<file path="src/rtl/hz_pkg.sv">
package hz_pkg;
   localparam int HK_W   = 3;
   localparam int HK_RAW = 0;
   localparam int HK_WAW = 1;
   localparam int HK_WAR = 2;
   typedef logic [HK_W-1:0] hz_kind_t;
endpackage

</file>
<file path="src/rtl/hz_window.sv">
module hz_window #(
   parameter int REG_W  = 5,
   parameter int DEPTH  = 4,
   parameter int STG_W  = 3,
   parameter int STG_EX = 3,
   parameter int STG_WB = 5
) (
   input  logic                            clk,
   input  logic                            rst_n,
   input  logic                            ins_en,
   input  logic [REG_W-1:0]                ins_dst,
   input  logic [REG_W-1:0]                ins_a,
   input  logic                            ins_a_en,
   input  logic [REG_W-1:0]                ins_b,
   input  logic                            ins_b_en,
   input  logic                            ins_ld,
   input  logic                            ins_br,
   output logic [DEPTH-1:0]                e_v,
   output logic [DEPTH-1:0][REG_W-1:0]     e_dst,
   output logic [DEPTH-1:0][REG_W-1:0]     e_a,
   output logic [DEPTH-1:0]                e_a_en,
   output logic [DEPTH-1:0][REG_W-1:0]     e_b,
   output logic [DEPTH-1:0]                e_b_en,
   output logic [DEPTH-1:0]                e_ld,
   output logic [DEPTH-1:0]                e_br,
   output logic [DEPTH-1:0][STG_W-1:0]     e_stg,
   output logic                            full
);
   localparam logic [STG_W-1:0] S_EX = STG_W'(STG_EX);
   localparam logic [STG_W-1:0] S_WB = STG_W'(STG_WB);

   logic [DEPTH-1:0] sel;

   // lowest free slot as a one-hot vector
   assign sel  = ~e_v & (e_v + DEPTH'(1));
   assign full = &e_v;

   for (genvar i = 0; i < DEPTH; i++) begin : g_slot
      logic             v_q, a_en_q, b_en_q, ld_q, br_q;
      logic [REG_W-1:0] dst_q, a_q, b_q;
      logic [STG_W-1:0] stg_q;

      always_ff @(posedge clk or negedge rst_n) begin
         if (!rst_n) begin
            v_q    <= 1'b0;
            stg_q  <= '0;
            dst_q  <= '0;
            a_q    <= '0;
            b_q    <= '0;
            a_en_q <= 1'b0;
            b_en_q <= 1'b0;
            ld_q   <= 1'b0;
            br_q   <= 1'b0;
         end else if (ins_en && sel[i]) begin
            v_q    <= 1'b1;
            stg_q  <= S_EX;
            dst_q  <= ins_dst;
            a_q    <= ins_a;
            b_q    <= ins_b;
            a_en_q <= ins_a_en;
            b_en_q <= ins_b_en;
            ld_q   <= ins_ld;
            br_q   <= ins_br;
         end else if (v_q) begin
            if (stg_q == S_WB) v_q <= 1'b0;
            else               stg_q <= stg_q + STG_W'(1);
         end
      end

      assign e_v[i]    = v_q;
      assign e_dst[i]  = dst_q;
      assign e_a[i]    = a_q;
      assign e_a_en[i] = a_en_q;
      assign e_b[i]    = b_q;
      assign e_b_en[i] = b_en_q;
      assign e_ld[i]   = ld_q;
      assign e_br[i]   = br_q;
      assign e_stg[i]  = stg_q;
   end
endmodule

</file>
<file path="src/rtl/hz_compare.sv">
module hz_compare #(
   parameter int REG_W   = 5,
   parameter int DEPTH   = 4,
   parameter int STG_W   = 3,
   parameter int STG_EX  = 3,
   parameter int STG_MEM = 4,
   parameter int STG_WB  = 5,
   parameter int RD_LAST = 3,
   parameter int BR_WAIT = 2
) (
   input  logic [REG_W-1:0]                n_dst,
   input  logic [REG_W-1:0]                n_a,
   input  logic                            n_a_en,
   input  logic [REG_W-1:0]                n_b,
   input  logic                            n_b_en,
   input  logic [DEPTH-1:0]                e_v,
   input  logic [DEPTH-1:0][REG_W-1:0]     e_dst,
   input  logic [DEPTH-1:0][REG_W-1:0]     e_a,
   input  logic [DEPTH-1:0]                e_a_en,
   input  logic [DEPTH-1:0][REG_W-1:0]     e_b,
   input  logic [DEPTH-1:0]                e_b_en,
   input  logic [DEPTH-1:0]                e_ld,
   input  logic [DEPTH-1:0]                e_br,
   input  logic [DEPTH-1:0][STG_W-1:0]     e_stg,
   output logic [DEPTH-1:0]                raw_v,
   output logic [DEPTH-1:0]                waw_v,
   output logic [DEPTH-1:0]                war_v,
   output logic [DEPTH-1:0]                fwd_v,
   output logic [DEPTH-1:0]                br_v,
   output logic [DEPTH-1:0]                wb_v
);
   localparam logic [STG_W-1:0] S_EX  = STG_W'(STG_EX);
   localparam logic [STG_W-1:0] S_MEM = STG_W'(STG_MEM);
   localparam logic [STG_W-1:0] S_WB  = STG_W'(STG_WB);
   localparam logic [STG_W-1:0] S_RD  = STG_W'(RD_LAST);
   localparam logic [STG_W-1:0] S_BR  = STG_W'(STG_EX + BR_WAIT);

   logic n_wr;
   assign n_wr = |n_dst;

   for (genvar i = 0; i < DEPTH; i++) begin : g_cmp
      logic e_wr, rd_a, rd_b;
      assign e_wr = e_v[i] && (|e_dst[i]);
      assign rd_a = e_a_en[i] && (e_a[i] == n_dst);
      assign rd_b = e_b_en[i] && (e_b[i] == n_dst);

      assign raw_v[i] = e_wr && ((n_a_en && (n_a == e_dst[i])) ||
                                 (n_b_en && (n_b == e_dst[i])));
      assign waw_v[i] = e_wr && n_wr && (n_dst == e_dst[i]);
      assign war_v[i] = e_v[i] && n_wr && (e_stg[i] <= S_RD) && (rd_a || rd_b);
      assign fwd_v[i] = e_ld[i] ? (e_stg[i] >= S_MEM) : (e_stg[i] >= S_EX);
      assign br_v[i]  = e_v[i] && e_br[i] && (e_stg[i] < S_BR);
      assign wb_v[i]  = e_v[i] && (e_stg[i] == S_WB);
   end
endmodule

</file>
<file path="src/rtl/hz_resolve.sv">
module hz_resolve
   import hz_pkg::*;
#(
   parameter int REG_W     = 5,
   parameter int DEPTH     = 4,
   parameter bit STALL_WAW = 1'b1,
   parameter bit STALL_WAR = 1'b1
) (
   input  logic                            in_valid,
   input  logic [DEPTH-1:0]                raw_v,
   input  logic [DEPTH-1:0]                waw_v,
   input  logic [DEPTH-1:0]                war_v,
   input  logic [DEPTH-1:0]                fwd_v,
   input  logic [DEPTH-1:0]                br_v,
   input  logic [DEPTH-1:0]                wb_v,
   input  logic [DEPTH-1:0][REG_W-1:0]     e_dst,
   input  logic                            full,
   output logic                            stall,
   output logic                            issue_ok,
   output hz_kind_t                        hz_kind,
   output logic                            fwd_ok,
   output logic                            wb_en,
   output logic [REG_W-1:0]                wb_reg
);
   logic raw, waw, war, waw_blk, war_blk, raw_blk;

   assign raw = in_valid && (|raw_v);
   assign waw = in_valid && (|waw_v);
   assign war = in_valid && (|war_v);

   if (STALL_WAW) begin : g_waw_on
      assign waw_blk = waw;
   end else begin : g_waw_off
      assign waw_blk = 1'b0;
   end

   if (STALL_WAR) begin : g_war_on
      assign war_blk = war;
   end else begin : g_war_off
      assign war_blk = 1'b0;
   end

   assign fwd_ok  = raw && ((raw_v & ~fwd_v) == '0);
   assign raw_blk = raw && !fwd_ok;

   always_comb begin
      hz_kind         = '0;
      hz_kind[HK_RAW] = raw;
      hz_kind[HK_WAW] = waw;
      hz_kind[HK_WAR] = war;
   end

   assign stall    = in_valid && (raw_blk || waw_blk || war_blk || (|br_v) || full);
   assign issue_ok = in_valid && !stall;

   always_comb begin
      wb_reg = '0;
      for (int i = 0; i < DEPTH; i++) begin
         if (wb_v[i]) wb_reg = wb_reg | e_dst[i];
      end
   end
   assign wb_en = |wb_reg;
endmodule

</file>
<file path="src/rtl/hz_issue_check.sv">
module hz_issue_check
   import hz_pkg::*;
#(
   parameter int REG_W     = 5,
   parameter int DEPTH     = 4,
   parameter int STG_W     = 3,
   parameter int STG_EX    = 3,
   parameter int STG_MEM   = 4,
   parameter int STG_WB    = 5,
   parameter int RD_LAST   = 3,
   parameter int BR_WAIT   = 2,
   parameter bit STALL_WAW = 1'b1,
   parameter bit STALL_WAR = 1'b1
) (
   input  logic             clk,
   input  logic             rst_n,
   input  logic             in_valid,
   input  logic [REG_W-1:0] in_dst,
   input  logic [REG_W-1:0] in_src_a,
   input  logic             in_src_a_en,
   input  logic [REG_W-1:0] in_src_b,
   input  logic             in_src_b_en,
   input  logic             in_load,
   input  logic             in_branch,
   output logic             stall,
   output logic             issue_ok,
   output logic [HK_W-1:0]  hz_kind,
   output logic             fwd_ok,
   output logic             wb_en,
   output logic [REG_W-1:0] wb_reg
);
   localparam int LIVE_MAX = STG_WB - STG_EX + 1;

   if (DEPTH < LIVE_MAX) begin : g_chk_depth
      $error("hz_issue_check: DEPTH smaller than stages in flight");
   end
   if (STG_WB >= (1 << STG_W)) begin : g_chk_stg
      $error("hz_issue_check: STG_W too narrow for STG_WB");
   end
   if (!(STG_EX <= STG_MEM && STG_MEM <= STG_WB)) begin : g_chk_order
      $error("hz_issue_check: stage indices out of order");
   end
   if (STG_EX + BR_WAIT > STG_WB + 1) begin : g_chk_br
      $error("hz_issue_check: BR_WAIT exceeds pool lifetime");
   end

   logic [DEPTH-1:0]                e_v, e_a_en, e_b_en, e_ld, e_br;
   logic [DEPTH-1:0][REG_W-1:0]     e_dst, e_a, e_b;
   logic [DEPTH-1:0][STG_W-1:0]     e_stg;
   logic                            full;
   logic [DEPTH-1:0]                raw_v, waw_v, war_v, fwd_v, br_v, wb_v;
   hz_kind_t                        kind;

   hz_window #(
      .REG_W(REG_W), .DEPTH(DEPTH), .STG_W(STG_W),
      .STG_EX(STG_EX), .STG_WB(STG_WB)
   ) u_win (
      .clk(clk), .rst_n(rst_n), .ins_en(issue_ok),
      .ins_dst(in_dst), .ins_a(in_src_a), .ins_a_en(in_src_a_en),
      .ins_b(in_src_b), .ins_b_en(in_src_b_en),
      .ins_ld(in_load), .ins_br(in_branch),
      .e_v(e_v), .e_dst(e_dst), .e_a(e_a), .e_a_en(e_a_en),
      .e_b(e_b), .e_b_en(e_b_en), .e_ld(e_ld), .e_br(e_br),
      .e_stg(e_stg), .full(full)
   );

   hz_compare #(
      .REG_W(REG_W), .DEPTH(DEPTH), .STG_W(STG_W), .STG_EX(STG_EX),
      .STG_MEM(STG_MEM), .STG_WB(STG_WB), .RD_LAST(RD_LAST), .BR_WAIT(BR_WAIT)
   ) u_cmp (
      .n_dst(in_dst), .n_a(in_src_a), .n_a_en(in_src_a_en),
      .n_b(in_src_b), .n_b_en(in_src_b_en),
      .e_v(e_v), .e_dst(e_dst), .e_a(e_a), .e_a_en(e_a_en),
      .e_b(e_b), .e_b_en(e_b_en), .e_ld(e_ld), .e_br(e_br), .e_stg(e_stg),
      .raw_v(raw_v), .waw_v(waw_v), .war_v(war_v),
      .fwd_v(fwd_v), .br_v(br_v), .wb_v(wb_v)
   );

   hz_resolve #(
      .REG_W(REG_W), .DEPTH(DEPTH),
      .STALL_WAW(STALL_WAW), .STALL_WAR(STALL_WAR)
   ) u_res (
      .in_valid(in_valid), .raw_v(raw_v), .waw_v(waw_v), .war_v(war_v),
      .fwd_v(fwd_v), .br_v(br_v), .wb_v(wb_v), .e_dst(e_dst), .full(full),
      .stall(stall), .issue_ok(issue_ok), .hz_kind(kind), .fwd_ok(fwd_ok),
      .wb_en(wb_en), .wb_reg(wb_reg)
   );

   assign hz_kind = kind;
endmodule

</file>
<file path="config.mk">
export PLATFORM = sky130hd
export DESIGN_NAME = hz_issue_check
export DESIGN_NICKNAME = d
export VERILOG_FILES = /design/src/rtl/hz_pkg.sv /design/src/rtl/hz_window.sv /design/src/rtl/hz_compare.sv /design/src/rtl/hz_resolve.sv /design/src/rtl/hz_issue_check.sv
export SDC_FILE = /design/constraint.sdc
export NUM_CORES = 1
export LEC_CHECK = 0
export BUFFER_PORTS_ARGS = -buffer_cell sky130_fd_sc_hd__buf_2
export CAP_MARGIN = 20
export CORE_UTILIZATION = 55
export CTS_CLUSTER_DIAMETER = 50
export DETAILED_ROUTE_END_ITERATION = 6
export PLACE_DENSITY = 0.76
export RECOVER_POWER = 100
export SYNTH_ARGS = -nofsm -noshare
export SYNTH_HDL_FRONTEND = slang
export SYNTH_HIERARCHICAL = 1
export SYNTH_SLANG_ARGS = --single-unit
</file>
<file path="constraint.sdc">
create_clock -name clk -period 3 [get_ports clk]
set_input_delay 0.15 -clock clk [delete_from_list [all_inputs] [get_ports clk]]
set_output_delay 0.15 -clock clk [all_outputs]
set_load 0.005 [all_outputs]
</file>
---- Word level (Yosys, flattened, before mapping) ----
Cells that the tools add are included.
operators by class
  add/sub/neg operators ................... 5
  order comparisons ....................... 16
  equality and inequality tests ........... 28
  muxes and demuxes ....................... 32
  bitwise operators ....................... 7
  reductions and logical operators ........ 101
operator list
  kind                 count
  $eq 5x5->1           20
  $logic_and 1x1->1    67
  $mux 3               12
  $reduce_or 5->1      6
  $mux 5               4
  $mux 1               16
  $reduce_or 4->1      4
  $or 5x5->5           3
  $add 3x1->3 const B  4
  $eq 3x3->1 const B   4
  $ge 3x2->1 const B   4
  $ge 3x3->1 const B   4
  $le 3x2->1 const B   4
  $logic_or 1x1->1     12
  $lt 3x3->1 const B   4
  $and 4x4->4          2
  $ne 2x2->1 const B   4
  $not 4->4            2
  $reduce_and 2->1     4
  $reduce_bool 2->1    4
  $add 4x1->4 const B  1
  $logic_not 4->1      1
  $reduce_and 4->1     1
  $logic_not 1->1      2
storage, ports and cells
  bits in registers ....................... 92
  input bits .............................. 22
  output and inout bits ................... 12
  logic and storage cells ................. 225

---- Logic depth before layout (Yosys ltp) ----
Gate-level depths: netlist of the first run.
  word-level depth ........................ 19
  mapped depth ............................ 15
  gate-level depth less buffers ........... 11

---- Cells and area by module ----
Netlist of the first run, hierarchy kept.
modules (own cells, without submodules)
  module      instances  cells each  area each (um2)  sequential area each (um2)
  hz_window   1          252         3818.7           2302.2
  hz_compare  1          196         1497.7           0.0
  hz_resolve  1          36          234.0            0.0

---- Worst setup path before layout of the first run ----
No wires, ideal clock.
  path type ............................... register -> register
  from .................................... register u_win.g_slot[1].dst_q[1]
  to ...................................... register u_win.g_slot[3].a_q[0]
  setup time .............................. 0.125 ns
  data arrival time ....................... 3.200 ns
  data required time ...................... 2.875 ns
  slack ................................... -0.325 ns
  stages on the path, launching flop included .. 12
  path buffers ............................ 1
  period minus slack after synthesis ...... 3.325 ns
  cell sequence ........................... dfrtp_1 > or4_1 > o21ai_0 > nor3_1 > o41a_1 > nor4_1 > o21ai_1 > nor2_1 > nand3_2 > nor3b_2 > buf_4 > mux2_2
between the ends
  elaborated cells on any way between the ends .. 28
  classes of those cells .................. eq/ne (3); bitwise (1); reduce/logical (24)
RTL lines
  item                             RTL line              source
  start: declaration               hz_window.sv:40       logic [REG_W-1:0] dst_q, a_q, b_q;
  start signal: assignment         hz_window.sv:57       dst_q <= ins_dst;
  $reduce_or 5->1                  hz_compare.sv:43      assign e_wr = e_v[i] && (|e_dst[i]);
  $logic_and 1x1->1                hz_compare.sv:43
  $logic_and 1x1->1                hz_compare.sv:49      assign waw_v[i] = e_wr && n_wr && (n_dst == e_dst[i]);
  $logic_and 1x1->1 *              hz_compare.sv:49
  named net waw_v[1]               hz_issue_check.sv:51  logic [DEPTH-1:0] raw_v, waw_v, war_v, fwd_v, br_v, wb_v;
  $reduce_or 4->1 *                hz_resolve.sv:28      assign waw = in_valid && (|waw_v);
  $logic_and 1x1->1 *              hz_resolve.sv:28
  named net u_res.waw              hz_resolve.sv:25      logic raw, waw, war, waw_blk, war_blk, raw_blk;
  $logic_or 1x1->1 * (4 in a row)  hz_resolve.sv:53      assign stall = in_valid && (raw_blk || waw_blk || war_blk || (|br_v) || full);
  $logic_and 1x1->1 *              hz_resolve.sv:53
  $logic_not 1->1 *                hz_resolve.sv:54      assign issue_ok = in_valid && !stall;
  $logic_and 1x1->1 *              hz_resolve.sv:54
  named net issue_ok               hz_issue_check.sv:26  output logic issue_ok,
  $logic_and 1x1->1 *              hz_window.sv:54       end else if (ins_en && sel[i]) begin
  end signal: assignment           hz_window.sv:58       a_q <= ins_a;
  end: declaration                 hz_window.sv:40
Mark *: on every way through the listed nets, which the timed path passes. The rest lies on a longest branch.
A chain may end at the register's enable or synchronous reset.

---- Final worst setup path of the first run ----
  from .................................... register u_win.g_slot[2].dst_q[4]
  to ...................................... register u_win.g_slot[3].a_q[4]
between the ends
  elaborated cells on any way between the ends .. 28
  classes of those cells .................. eq/ne (3); bitwise (1); reduce/logical (24)
RTL lines
  item                             RTL line
  start: declaration               hz_window.sv:40
  start signal: assignment         hz_window.sv:57
  $reduce_or 5->1                  hz_compare.sv:43
  $logic_and 1x1->1                hz_compare.sv:43
  $logic_and 1x1->1                hz_compare.sv:49
  $logic_and 1x1->1 *              hz_compare.sv:49
  named net waw_v[2]               hz_issue_check.sv:51
  $reduce_or 4->1 *                hz_resolve.sv:28
  $logic_and 1x1->1 *              hz_resolve.sv:28
  $logic_or 1x1->1 * (4 in a row)  hz_resolve.sv:53
  $logic_and 1x1->1 *              hz_resolve.sv:53
  $logic_not 1->1 *                hz_resolve.sv:54
  $logic_and 1x1->1 *              hz_resolve.sv:54
  $logic_and 1x1->1 *              hz_window.sv:54
Marks and branches as above.

==> results of run 1 <==
## layout by cell type (no fill, tap or decap), types with 3 or more instances in the layout
cell	Yosys	final
ha_1	8	8
nor4_1	16	14
buf_12	1	4
buf_4	26	53
a22oi_1	10	10
a21oi_2	0	3
clkbuf_16	0	3
nor3_1	5	3
mux2_2	66	47
nand2_1	17	17
xor2_1	69	69
nand3b_1	5	5
and4b_1	5	5
xnor2_1	34	34
nor4_2	3	5
nand3_1	23	23
mux2_4	10	29
clkbuf_1	2	4
and3_1	6	6
buf_2	5	31
a21oi_1	10	7
a21bo_2	3	3
o21bai_1	4	4
nor2_1	4	3
nand4b_1	3	3
or4_1	5	4
o21ai_0	9	5
clkbuf_8	0	10
inv_1	7	7
dfrtp_1	92	91
## per-stage QoR
| stage | instances | util |
|---|---|---|
| after floorplan | 484 | - |
| after global placement | 664 | 0.6173 |
| after detailed placement | 664 | 0.6173 |
| after CTS | 685 | 0.6495 |
| after global routing | 692 | 0.6694 |
| final | 692 | 0.6694 |
## cells in the mapped netlist (5+ instances only)
cell type  number  area share
buf_6           8       0.016
nand3b_1        5      0.0068
o21ai_0         9      0.0081
and3_1          6      0.0068
buf_2           5      0.0045
a22oi_1        10       0.014
and4b_1         5      0.0090
or4_1           5      0.0068
buf_4          26       0.035
inv_1           7      0.0047
mux2_4         10       0.027
ha_1            8       0.018
a21oi_1        10      0.0090
nor3_1          5      0.0045
xor2_1         69        0.11
mux2_2         66        0.13
xnor2_1        34       0.054
nand2_1        17       0.011
nand3_1        23       0.021
nor4_1         16       0.018
dfrtp_1        92        0.41
## cells by family after synthesis
| group | count (synthesis) | synth area share |
|---|---|---|
| xor gates and xnor gates | 103 | 0.1625 |
| AOI/OAI and AO/OA | 49 | 0.06109 |
| muxes | 76 | 0.1610 |
| buffers and inverters | 50 | 0.06628 |
| adders and majority gates | 8 | 0.01803 |
| and+or+nand+nor | 106 | 0.1163 |
| DFF | 92 | 0.4148 |
## state kept, by name, summed over array words and instances (netlist names)
signal and flops:
u_win/g_slot.a_q 20, u_win/g_slot.b_q 20, u_win/g_slot.dst_q 20, u_win/g_slot.stg_q 12, u_win/g_slot.a_en_q 4, u_win/g_slot.b_en_q 4
u_win/g_slot.br_q 4, u_win/g_slot.ld_q 4, u_win/g_slot.v_q 4
## report_power, final
part	switching, mW	internal (mW)
Combinational	1.47	1.86
Sequential	0.533	1.87
Clock	0.443	0.406
Total	2.45	4.14
## per-layer routing
metal	GRT usage	wire [um]
met4	0.09231	305
met5	0	0
met1	0.3538	6101
met3	0.07182	1003
met2	0.4744	6932
## layout make-up
class                   instances  area [sq um]
fillers                       768          3232
clock buffers                  10         137.6
multi-input cells             342          3042
flip-flops and latches         92          2303
clock inverters                 6         63.81
well taps                     133         166.4
repair buffers                101         799.5
inverters                       8         30.03
## worst max-delay path: stages, from the launching register on
cell and delay, ns:
dfrtp_1 0.40, or4_4 0.55, o21ai_4 0.17, nor3_2 0.06
o41a_1 0.45, nor4_1 0.20, o21ai_1 0.15, nor2_2 0.14
nand3_2 0.11, nor3b_4 0.23, buf_6 0.16, clkbuf_16 0.15
mux2_4 0.30
## repair_timing
action                     CTS  global route
gates cloned                 1             3
hold buffers                 1             0
pin swaps                    3             4
buffers inserted             3             4
resized for setup           15            24
hold endpoints to repair    65             0
setup endpoints to repair   55            79
## worst max-delay path by stage
stage / startpoint / endpoint / cells after the start
2_1_floorplan: u_win/g_slot[2].dst_q[4]$_DFFE_PN0P_ / u_win/g_slot[3].a_q[0]$_DFFE_PN0P_ / 11
3_3_place_gp: u_win/g_slot[2].dst_q[4]$_DFFE_PN0P_ / u_win/g_slot[3].a_q[0]$_DFFE_PN0P_ / 11
3_5_place_dp: u_win/g_slot[2].dst_q[4]$_DFFE_PN0P_ / u_win/g_slot[3].br_q$_DFFE_PN0P_ / 11
4_1_cts: u_win/g_slot[2].dst_q[4]$_DFFE_PN0P_ / u_win/g_slot[3].dst_q[2]$_DFFE_PN0P_ / 12
5_1_grt: u_win/g_slot[2].dst_q[4]$_DFFE_PN0P_ / u_win/g_slot[3].ld_q$_DFFE_PN0P_ / 12
6_report: u_win/g_slot[2].dst_q[4]$_DFFE_PN0P_ / u_win/g_slot[3].a_q[4]$_DFFE_PN0P_ / 12
==> reports/results.tsv, run 1 <==
stage	metric	value	unit
timing	Worst Skew	0.01326	ns
die	chip height	102.5	um
timing	Least-Margin Pin Slew	1.645	ns
logic_synthesis	yosys warns	6	
route	Detail Route Antenna Nets	0	
power	Overall Power	6.592	mW
setup_path	crit start category	flop	
timing	Worst slew margin	-0.09664	
clocking	clock slew at reported path FFs	0.09	ns
die	Die Area	0.01050	sq mm
timing	final setup vio count	71	
die	Initial Utilization	0.5678	
job	Max-Cap Viols	1	
hold_path	Hold Startpoint	in_branch	
power	Leakage	2.955	nW
logic_synthesis	Cell Area, Synth	0.005550	sq mm
setup_path	reg2reg setup slack	-0.18	ns
setup_path	crit path DAT	3.45	ns
setup_path	critical path peak fanout	5	
die	DIE WIDTH	102.5	um
global_routing	initial antenna violation count	0	
timing	hold slack	0.05932	ns
hold_path	Hold Path Sink	u_win/g_slot[3].br_q$_DFFE_PN0P_	
finish	share of post-route cells with drive strength above 1	0.3846	
clocking	Clock Path Buffers	2	
logic_synthesis	Netlist cell types	47	
setup_path	Crit Path Class	reg -> reg	
global_routing	global-route wire length before repair	21.49	mm
finish	Layout Area Growth over Synthesis	17.88	%
logic_synthesis	ys async rst share	1.000	
timing	setup ws final	-0.1780	ns
route	via count	4078	
logic_synthesis	Top FF cell, synth	dfrtp_1	
route	WL final	14.34	mm
hold_path	HP Class	in -> reg	
logic_synthesis	Syn Inst Count	484	
setup_path	CP required	3.27	ns
finish	NumNets Final	584	
placement	pre-CTS setup slack	-0.09362	ns
placement	hpwl dp	9.455	mm
setup_path	reg-to-reg endpoint	u_win/g_slot[3].a_q[4]$_DFFE_PN0P_	
timing	Max Freq	314.7	MHz
placement	cell area after placement	0.006033	sq mm
route	routed length per instance	20.73	um
outcome	status	complete, but fails checks	
timing	Final period util	1.059	
logic_synthesis	Post-synth EDFFs	0	
placement	gpl congestion	0.9317	
logic_synthesis	average instance area after synthesis	11.47	sq um
placement	IO buf count	33	
setup_path	Reg2Reg Depth	12	
setup_path	Worst setup EP type	flop	
global_routing	Overflow after GRT	0	
global_routing	largest net degree at the start of global routing	68	
route	Vias/cell	5.893	
route	number of DRC markers in iteration 0	277	
global_routing	Total GRT Usage	0.2820	
global_routing	via count of the first global-routing pass	4065	
clocking	CTS tree	built	
clocking	total CTS buffers	9	
clocking	# H-tree levels	3	
clocking	Worst-Skew Late Latency	0.38	ns
die	I/O pin count	34	
logic_synthesis	syn nets	514	
finish	cell area after layout	0.006543	sq mm
route	DRC Markers	0	
timing	RSZ-0062 raised after global routing	true	
hold_path	hold path depth	2	
power	Cell Pwr Density	1008	mW/mm^2
die	Std-Cell Rows	36	
finish	number of diodes	0	
die	core footprint	0.009774	sq mm
power	Max VDD drop	0.7090	mV
outcome	failing checks	capacitance limit, slew limit, setup timing	
timing	Slew Limit Fails	68	
route	DR pass1 iterations	5	
setup_path	Worst R2R Start	u_win/g_slot[2].dst_q[4]$_DFFE_PN0P_	
clocking	Sink Count	92	
clocking	CTS Root Cell	clkbuf_8	
logic_synthesis	register area share after synthesis	0.4148	
logic_synthesis	register bit total from synthesis	92	
timing	Setup TNS	-6.978	ns
timing	clock period minus worst slack	3.178	ns
timing	Fin. Hold Viols	0	
Power figures use the tool's default switching activity.
==> run 2, diff against run 1 <==
- CORE_UTILIZATION: 55 -> 28
- PLACE_DENSITY: 0.76 -> not set
==> run 2 against run 1 <==
The flow still finishes with violations (capacitance limit, slew limit, setup timing). Via count shrank 2.6%. Combinational power shrank 5%. Sequential cell count is the same. Fmax grew 2.1%. Final cell count grew 18%. Sequential share of layout area shrank 0.87 points. Register-to-register slack gained 0.07 ns. Clock power grew 39%. Critical endpoint is now u_win/g_slot[1].a_q[4]$_DFFE_PN0P_. Largest power group unchanged. Highest routed layer unchanged.
==> reports/results.tsv, run 2 (synthesis results as in run 1) <==
stage	metric	value	unit	change
power	Leakage	2.942	nW	-0.43%
job	Max-Cap Viols	1		unchanged
clocking	CTS tree	built		
finish	number of diodes	0		unchanged
die	Die Area	0.02039	sq mm	+94%
route	DR pass1 iterations	5		unchanged
finish	cell area after layout	0.006705	sq mm	+2.5%
die	Initial Utilization	0.2852		-0.2827
finish	Layout Area Growth over Synthesis	20.81	%	
route	number of DRC markers in iteration 0	362		+31%
route	via count	3971		-2.6%
hold_path	HP Class	in -> reg		
timing	clock period minus worst slack	3.113	ns	-0.06526 ns
power	Max VDD drop	0.4905	mV	-31%
route	Detail Route Antenna Nets	0		unchanged
outcome	status	complete, but fails checks		
timing	Setup TNS	-4.236	ns	+2.742 ns
timing	Final period util	1.038		-0.02175
clocking	Sink Count	92		unchanged
finish	Final Util	0.3445		-0.3248
global_routing	grt met1 use	0.1975		-0.1564
setup_path	crit path DAT	3.34	ns	-0.11 ns
setup_path	CP required	3.22	ns	-0.05 ns
global_routing	global route hottest layer	met2		
timing	setup ws final	-0.1127	ns	+0.06526 ns
timing	Least-Margin Pin Slew	1.784	ns	+0.1395 ns
finish	share of post-route cells with drive strength above 1	0.3653		-0.01934
timing	Fin. Hold Viols	0		unchanged
clocking	total CTS buffers	9		unchanged
clocking	CTS Root Cell	clkbuf_16		
finish	commonest cells after routing, fill and taps aside	92 x dfrtp_1, 69 x xor2_1, 58 x mux2_2		
power	Cell Pwr Density	1006	mW/mm^2	-0.13%
die	DIE WIDTH	142.8	um	+39%
timing	RSZ-0062 raised after global routing	true		
finish	top flop regs	u_win/g_slot.a_q: 20 flops, u_win/g_slot.b_q: 20 flops, u_win/g_slot.dst_q: 20 flops		
placement	gpl congestion	0.9150		-1.8%
route	routed length per instance	18.11	um	-13%
global_routing	largest net degree at the start of global routing	72		+5.9%
timing	final setup vio count	65		-8.5%
global_routing	met2 Use GR	0.2554		-0.2189
placement	cell area after placement	0.006216	sq mm	+3.0%
clocking	Clock Path Buffers	2		unchanged
setup_path	critical path peak fanout	22		+17
route	WL final	14.82	mm	+3.3%
placement	IO buf count	33		unchanged
global_routing	global-route wire length before repair	23.36	mm	+8.7%
clocking	# H-tree levels	3		unchanged
timing	Max Freq	321.3	MHz	+2.1%
outcome	failing checks	capacitance limit, slew limit, setup timing		
finish	NumNets Final	578		-1.0%
timing	hold slack	0.1187	ns	+0.05934 ns
setup_path	Crit Path Class	reg -> reg		
clocking	Worst-Skew Late Latency	0.34	ns	-0.04 ns
global_routing	via count of the first global-routing pass	4204		+3.4%
die	Std-Cell Rows	51		+42%
timing	Slew Limit Fails	72		+5.9%
global_routing	initial antenna violation count	0		unchanged
global_routing	Total GRT Usage	0.1523		-0.1297
timing	Worst slew margin	-0.1896		-0.09299
global_routing	met3 Track Usage GR	0.02817		-0.04365
setup_path	Worst setup EP type	flop		
timing	Worst Skew	0.009267	ns	-0.003993 ns
route	DRC Markers	0		unchanged
placement	hpwl dp	10.66	mm	+13%
setup_path	crit start category	flop		
die	I/O pin count	34		unchanged
route	Vias/cell	4.855		-18%
finish	commonest non-fill, non-tap cell in the layout	dfrtp_1		
die	core footprint	0.01946	sq mm	+99%
clocking	clock slew at reported path FFs	0.06	ns	-0.03 ns
global_routing	Overflow after GRT	0		unchanged
power	Overall Power	6.747	mW	+2.4%
die	chip height	142.8	um	+39%
## run 2: changes by cell type in the layout (fill, tap and decap cells not counted), moves of 2 or more
cell / change
buf_12: +3
buf_4: -4
clkbuf_1: +2
clkbuf_16: +7
clkbuf_8: -7
clkinvlp_4: -2
mux2_2: +11
mux2_4: -11
nand2b_1: +2
## run 2: report_power, final
| group | total (mW) | switching [mW] | internal [mW] |
|---|---|---|---|
| Clock | 1.18 | 0.461 | 0.714 |
| Combinational | 3.16 | 1.41 | 1.74 |
| Sequential | 2.41 | 0.538 | 1.88 |
| Total | 6.75 | 2.41 | 4.33 |
## run 2: layout make-up
| class | count | area [sq um] |
|---|---|---|
| multi-input cells | 342 | 2983 |
| fillers | 1932 | 12760 |
| well taps | 265 | 331.6 |
| clock inverters | 3 | 43.79 |
| flip-flops and latches | 92 | 2302 |
| inverters | 8 | 30.03 |
| repair buffers | 95 | 744.5 |
| clock buffers | 13 | 270.3 |
## run 2: worst paths after layout
check                      depth (start not counted)  slack, ns                                  to                                  from
min reg2reg                                        1       0.51    u_win/g_slot[0].ld_q$_DFFE_PN0P_      u_win/g_slot[0].ld_q$_DFFE_PN0P_
min in group asynchronous                          2       0.84  u_win/g_slot[1].a_q[1]$_DFFE_PN0P_                                 rst_n
min                                                2       0.12    u_win/g_slot[2].br_q$_DFFE_PN0P_                             in_branch
max reg2reg                                       14      -0.11  u_win/g_slot[1].a_q[4]$_DFFE_PN0P_  u_win/g_slot[0].dst_q[1]$_DFFE_PN0P_
max                                               14      -0.11  u_win/g_slot[1].a_q[4]$_DFFE_PN0P_  u_win/g_slot[0].dst_q[1]$_DFFE_PN0P_
max in group asynchronous                          3       0.85  u_win/g_slot[1].a_q[0]$_DFFE_PN0P_                                 rst_n
## run 2: layer usage
metal / vias to the layer above / wire length (um)
met5: - / 0
met4: 0 / 184
met3: 16 / 584
met2: 108 / 7085
met1: 2036 / 6963
li1: 1811 / -
## run 2: through the flow
step           instances  setup WS [ns]
6_report             818        -0.1127
5_1_grt              818        -0.2656
4_1_cts              816       -0.05001
3_5_place_dp         795        -0.1421
3_3_place_gp         795       -0.08492
2_1_floorplan        484        -0.1136
## run 2: critical path, stage by stage (launching register included)
cell and delay, ns:
dfrtp_1 0.38, buf_4 0.16, xor2_1 0.15, nor4_1 0.33
nand3_1 0.13, a21oi_1 0.30, nor2b_1 0.21, a2111oi_2 0.07
o21ai_1 0.21, nor2_2 0.06, buf_4 0.13, buf_4 0.14
nand3b_1 0.15, buf_12 0.19, mux2_2 0.35
## run 2: what timing repair did
| action | 4_1_cts | 5_1_grt |
|---|---|---|
| endpoints found under the hold margin | 48 | 0 |
| resized for setup | 5 | 16 |
| pin swaps | 3 | 2 |
| endpoints found under the setup margin | 56 | 86 |
| hold buffers | 1 | 0 |
| cloned | 1 | 1 |
| setup buffers | 3 | 1 |
